### config.mk
export PLATFORM = sky130hd
export DESIGN_NAME = fhx_unit
export DESIGN_NICKNAME = d
export VERILOG_FILES = /design/src/rtl/fhx_pkg.sv /design/src/rtl/fhx_decode.sv /design/src/rtl/fhx_regfile.sv /design/src/rtl/fhx_xfer.sv /design/src/rtl/fhx_unit.sv
export SDC_FILE = /design/constraint.sdc
export NUM_CORES = 2
export LEC_CHECK = 0
export CAP_MARGIN = 20
export CORE_UTILIZATION = 58
export DETAILED_ROUTE_END_ITERATION = 8
export DONT_BUFFER_PORTS = 1
export PLACE_DENSITY_LB_ADDON = 0.15
export SYNTH_ARGS = -nofsm -noshare
export SYNTH_HDL_FRONTEND = slang
export SYNTH_SLANG_ARGS = --single-unit
### constraint.sdc
create_clock -name clk -period 1.9 [get_ports clk]
set_input_delay 0.475 -clock clk [delete_from_list [all_inputs] [get_ports clk]]
set_output_delay 0.475 -clock clk [all_outputs]
set_load 0.01 [all_outputs]
### src/rtl/fhx_pkg.sv
package fhx_pkg;
  localparam logic [5:0] FHX_OPC   = 6'b010001;
  localparam logic [4:0] FHX_SEL_R = 5'b00011;
  localparam logic [4:0] FHX_SEL_W = 5'b00111;
  localparam logic [31:0] FHX_POISON_RD = 32'h0BADF00D;
  localparam logic [31:0] FHX_POISON_WR = 32'hDEADC0DE;

  typedef enum logic [1:0] {
    XF_NONE = 2'd0,
    XF_RD   = 2'd1,
    XF_WR   = 2'd2
  } xf_op_e;

  typedef enum logic {
    HALF_LO = 1'b0,
    HALF_HI = 1'b1
  } half_e;
endpackage

### src/rtl/fhx_decode.sv
module fhx_decode
  import fhx_pkg::*;
#(
  parameter int IW = 32,
  parameter int AW = 5
) (
  input  logic [IW-1:0] insn,
  output xf_op_e        op,
  output logic [AW-1:0] fs
);
  logic opc_ok;
  logic tail_ok;

  always_comb begin
    opc_ok  = (insn[31:26] == FHX_OPC);
    tail_ok = (insn[10:0] == 11'd0);
    fs      = insn[11 +: AW];
    op      = XF_NONE;
    if (opc_ok && tail_ok) begin
      if (insn[25:21] == FHX_SEL_R)      op = XF_RD;
      else if (insn[25:21] == FHX_SEL_W) op = XF_WR;
    end
  end
endmodule

### src/rtl/fhx_regfile.sv
module fhx_regfile #(
  parameter int NREG = 32,
  parameter int HW   = 32,
  localparam int AW  = $clog2(NREG)
) (
  input  logic          clk,
  input  logic          rst_n,
  input  logic          wr_en,
  input  logic          wr_hi,
  input  logic [AW-1:0] wr_addr,
  input  logic [HW-1:0] wr_word,
  input  logic [AW-1:0] rd_addr,
  output logic [HW-1:0] rd_hi,
  output logic [HW-1:0] rd_lo
);
  logic [HW-1:0] hi_q [NREG];
  logic [HW-1:0] lo_q [NREG];

  for (genvar g = 0; g < NREG; g++) begin : g_ent
    logic sel;
    logic hi_ce;
    logic lo_ce;

    always_comb begin
      sel   = wr_en && (wr_addr == AW'(g));
      hi_ce = sel && wr_hi;
      lo_ce = sel && !wr_hi;
    end

    always_ff @(posedge clk or negedge rst_n) begin
      if (!rst_n)     hi_q[g] <= '0;
      else if (hi_ce) hi_q[g] <= wr_word;
    end

    always_ff @(posedge clk or negedge rst_n) begin
      if (!rst_n)     lo_q[g] <= '0;
      else if (lo_ce) lo_q[g] <= wr_word;
    end
  end

  always_comb begin
    rd_hi = hi_q[rd_addr];
    rd_lo = lo_q[rd_addr];
  end
endmodule

### src/rtl/fhx_xfer.sv
module fhx_xfer
  import fhx_pkg::*;
#(
  parameter int XLEN = 64,
  parameter int HW   = 32,
  parameter int AW   = 5,
  parameter logic [HW-1:0] POISON_RD = FHX_POISON_RD[HW-1:0],
  parameter logic [HW-1:0] POISON_WR = FHX_POISON_WR[HW-1:0]
) (
  input  logic            vld,
  input  xf_op_e          op,
  input  logic [AW-1:0]   fs,
  input  logic            fpu_en,
  input  logic            fr64,
  input  logic [XLEN-1:0] src,
  output logic [AW-1:0]   rd_addr,
  input  logic [HW-1:0]   rd_hi,
  input  logic [HW-1:0]   rd_lo,
  output logic            rf_wr,
  output logic            rf_hi,
  output logic [AW-1:0]   rf_addr,
  output logic [HW-1:0]   rf_word,
  output logic            nxt_we,
  output logic [XLEN-1:0] nxt_data,
  output logic            nxt_cop,
  output logic            nxt_warn
);
  localparam int EXT = XLEN - HW;

  logic          hit;
  logic          go;
  logic          odd_pair;
  logic [AW-1:0] partner;
  logic [HW-1:0] word;

  always_comb begin
    hit      = vld && (op != XF_NONE);
    go       = hit && fpu_en;
    odd_pair = !fr64 && fs[0];
    partner  = fs | AW'(1);

    rd_addr  = fr64 ? fs : partner;
    if (fr64)          word = rd_hi;
    else if (odd_pair) word = POISON_RD;
    else               word = rd_lo;

    rf_wr   = go && (op == XF_WR);
    rf_hi   = fr64 ? HALF_HI : HALF_LO;
    rf_addr = fr64 ? fs : (odd_pair ? fs : partner);
    rf_word = odd_pair ? POISON_WR : src[HW-1:0];

    nxt_we   = go && (op == XF_RD);
    nxt_data = nxt_we ? {{EXT{word[HW-1]}}, word} : '0;
    nxt_cop  = hit && !fpu_en;
    nxt_warn = go && odd_pair;
  end
endmodule

### src/rtl/fhx_unit.sv
module fhx_unit
  import fhx_pkg::*;
#(
  parameter int NREG = 32,
  parameter int XLEN = 64,
  parameter int IW   = 32,
  localparam int HW  = XLEN / 2,
  localparam int AW  = $clog2(NREG)
) (
  input  logic            clk,
  input  logic            rst_n,
  input  logic            insn_vld,
  input  logic [IW-1:0]   insn,
  input  logic [XLEN-1:0] gpr_src,
  input  logic            fpu_en,
  input  logic            fr64,
  output logic [XLEN-1:0] gpr_wdata,
  output logic            gpr_we,
  output logic            cop_unusable,
  output logic            odd_warn
);
  xf_op_e          op;
  logic [AW-1:0]   fs;
  logic [AW-1:0]   rd_addr;
  logic [HW-1:0]   rd_hi;
  logic [HW-1:0]   rd_lo;
  logic            rf_wr;
  logic            rf_hi;
  logic [AW-1:0]   rf_addr;
  logic [HW-1:0]   rf_word;
  logic            nxt_we;
  logic [XLEN-1:0] nxt_data;
  logic            nxt_cop;
  logic            nxt_warn;
  logic            data_ce;

  fhx_decode #(.IW(IW), .AW(AW)) u_dec (
    .insn (insn),
    .op   (op),
    .fs   (fs)
  );

  fhx_xfer #(.XLEN(XLEN), .HW(HW), .AW(AW)) u_xfer (
    .vld      (insn_vld),
    .op       (op),
    .fs       (fs),
    .fpu_en   (fpu_en),
    .fr64     (fr64),
    .src      (gpr_src),
    .rd_addr  (rd_addr),
    .rd_hi    (rd_hi),
    .rd_lo    (rd_lo),
    .rf_wr    (rf_wr),
    .rf_hi    (rf_hi),
    .rf_addr  (rf_addr),
    .rf_word  (rf_word),
    .nxt_we   (nxt_we),
    .nxt_data (nxt_data),
    .nxt_cop  (nxt_cop),
    .nxt_warn (nxt_warn)
  );

  fhx_regfile #(.NREG(NREG), .HW(HW)) u_rf (
    .clk     (clk),
    .rst_n   (rst_n),
    .wr_en   (rf_wr),
    .wr_hi   (rf_hi),
    .wr_addr (rf_addr),
    .wr_word (rf_word),
    .rd_addr (rd_addr),
    .rd_hi   (rd_hi),
    .rd_lo   (rd_lo)
  );

  always_comb data_ce = nxt_we || gpr_we;

  always_ff @(posedge clk or negedge rst_n) begin
    if (!rst_n) begin
      gpr_we       <= 1'b0;
      cop_unusable <= 1'b0;
      odd_warn     <= 1'b0;
    end else begin
      gpr_we       <= nxt_we;
      cop_unusable <= nxt_cop;
      odd_warn     <= nxt_warn;
    end
  end

  always_ff @(posedge clk or negedge rst_n) begin
    if (!rst_n)       gpr_wdata <= '0;
    else if (data_ce) gpr_wdata <= nxt_data;
  end
endmodule

==> flow_summary.yaml <==
logic_synthesis:
  synth_top_area_frac: 0.576
  synthDistinctLibCells: 85
  synthTopCellsByArea: "dfrtp_1, mux2_2, mux4_2, nand2_1, clkbuf_1"
  ys_ff_latch: 2061
  synth_fp_nets: 7389
  syn_area_per_cell_sq_um: 12.3
  synth.yosys.seq_area_share: 0.576
  async_reset_ff_frac: 1.00
  synth_ff_type: "dfrtp_1"
  yosysTopAreaCell: "dfrtp_1"
  synth_edf_count: 0
  synthMostInstantiatedCell: "dfrtp_1"
  syn_inst: 7288
  synthesis.area_sq_um: 89500
  yosys_warnings: 0
  ys_top_cells_by_count: "dfrtp_1, nand2_1, mux2_2"
clocking:
  cts_buffers: 207
  cts-root-buf: "clkbuf_16"
  htreeDepth: 4
  insertion_delay_ps: 860
  clkTransAtPathRegs_ps: 60
  tritoncts: "yes"
  cts_sinks: 2061
  clock_tree.buffer_depth: 3
cells_and_area:
  nFillCells: 9711
  drive_above_1_share: 0.363
  layout.cells.non_filler: 9542
  fin_nets: 7419
  multi_input_area_sq_um: 36100
  syn_to_final_growth_pct: 22.7
  final_area_sq_um: 110000
  fin_util: 0.719
  regArea_sq_um: 51600
route:
  wl_per_cell_microns: 32.5
  drt-total-wl_microns: 310000
  first_pass_iters: 8
  wl_met1_microns: 120000
  drtIter0Drc: 8001
  via_count: 62800
  routed-wl-met2_microns: 134000
  vias_per_cell: 6.59
  drc: 0
  dr_wl_met3_microns: 38600
  antenna_left: 0
  highest_layer: "met5"
sta:
  slew_violations: 0
  post-route-period-util: 1.19
  post-route-min-period_ps: 2260
  max_freq_mhz: 443
  finalClockSkew_ps: 24.0
  final.setup.worst_slack_ps: -356
  tns_ps: -113170
  rsz0062_at_grt: "true"
  worst_pin_slew_ps: 1190
  finalSetupViolations: 1079
  relSlewSlack: 0.204
  finalHoldViolCount: 0
place:
  place_inst: 8875
  dpl_cell_area_sq_um: 96000
  dp_hpwl_microns: 173000
  io_buffers: 0
  place_congestion: 0.890
run_status:
  violations: "setup timing"
  status: "complete, but fails checks"
job:
  maxCapViolations: 0
grt:
  grt_pass1_wl_microns: 421000
  grt_antenna_before_repair: 19
  grt_max_degree: 312
  grt_pass1_vias: 61300
  overflow: 0
  track_usage: 0.368
setup_path:
  crit_path_cell_trace: "inv_6 -> buf_4 -> nor3_1 -> buf_4 -> a222oi_1 -> o2111ai_1 -> o22ai_2 -> a22o_1"
  critPathSlowestCell: "inv_6"
  arrival_ps: 3020
  critPathLaunchType: "primary input"
  criticalPathCategory: "in2reg"
  critPathRequiredTime_ps: 2670
  crit_family: "compound AO/OA/AOI/OAI gates"
  cp_common_cell: "buf_4"
  path_max_fanout: 118
  critPathMaxStageDelay_ps: 480
  end_kind: "register"
  worstPathBufferInverterCount: 3
die:
  num_io_pins: 168
  core_sq_um: 153000
  dieWidth_microns: 395
  start_util: 0.586
  rows: 143
  die_area_sq_um: 156000
  die_y_microns: 395
power:
  p_per_area_nw_per_um2: 829
  ir_drop_mv: 0.956
  p_leak_uw: 0.0514
  fin_total_pwr_uw: 91000
hold_path:
  worstHoldPathType: "in2reg"
metal layers:
| metal | GRT usage | vias to the layer above |
|---|---|---|
| met3 | 0.0921 | 907 |
| met2 | 0.545 | 3944 |
| li1 | - | 25500 |
| met4 | 0.160 | 14 |
| met5 | 0 | - |
| met1 | 0.520 | 32500 |
registers in the layout (all words and copies together), names as in the netlist:
signal	cells
gpr_wdata	32
u_rf.lo_q	1002
cop_unusable	1
u_rf.hi_q	1024
odd_warn	1
gpr_we	1
cells in the final DEF, fill, tap and decap left out, types with 61 or more instances in the layout:
cell type	synthesis	layout
mux4_2	287	287
mux2_4	0	526
buf_12	1	251
a32oi_1	71	70
nor2_1	108	82
o21ai_1	102	110
mux2i_1	171	166
dfrtp_1	2061	2052
clkbuf_1	813	61
buf_4	100	463
o21ai_0	453	421
clkbuf_16	0	274
mux2_2	1002	484
nand2_1	1208	1182
nand3_1	152	139
metrics by stage:
stage | hold slack [ps] | worst slack, ps
6_report | 34.5 | -356
5_1_grt | 7.86 | -315
2_1_floorplan | 179 | -561
3_5_place_dp | 360 | -1370
4_1_cts | 4.55 | -238
3_3_place_gp | 358 | -1320
path summary, 6_finish.rpt:
kind / start / endpoint / slack, ps / depth (start not counted)
max: insn[14] / gpr_wdata[5] / -360 / 8
max in group asynchronous: rst_n / u_rf.lo_q[212] / 680 / 4
max reg2reg: u_rf.hi_q[427] / gpr_wdata[11] / -260 / 7
min reg2reg: u_rf.lo_q[550] / u_rf.lo_q[550] / 370 / 0
min in group asynchronous: rst_n / u_rf.lo_q[537] / 220 / 2
min: gpr_src[30] / u_rf.lo_q[478] / 30 / 3
timing repair:
| item | in CTS | in global routing |
|---|---|---|
| endpoints found under the setup margin | 439 | 882 |
| endpoints found under the hold margin | 1460 | 5 |
| resized for setup | 123 | 571 |
| pin swaps | 41 | 102 |
| setup buffers | 26 | 89 |
| gates cloned | 9 | 73 |
| hold buffers | 58 | 4 |
tightest hold or removal path: stages:
cell,delay (ps)
nor2_1,30
buf_4,190
o21ai_2,140
cells by family after synthesis:
kind of cell    share of synthesized area
flops                               0.576
simple gates                       0.0777
mux                                 0.220
buf+inv                            0.0560
compound gates                     0.0704
area by class of cell:
type | instances | share of cell area
Antenna cell | 20 | 0.000456
Clock buffer | 320 | 0.0560
Clock inverter | 63 | 0.00634
Inverter | 14 | 0.000524
Multi-Input combinational cell | 4098 | 0.329
Sequential cell | 2061 | 0.470
Tap cell | 2030 | 0.0231
Timing Repair Buffer | 936 | 0.115
where the power goes:
part | internal (uW) | leakage, uW | switching [uW]
clock | 23600 | 0.00338 | 17800
combinational | 2080 | 0.0192 | 3580
sequential | 43900 | 0.0288 | 0.00629
total | 69600 | 0.0514 | 21400
Note: power is estimated with default switching activity, not from simulation.
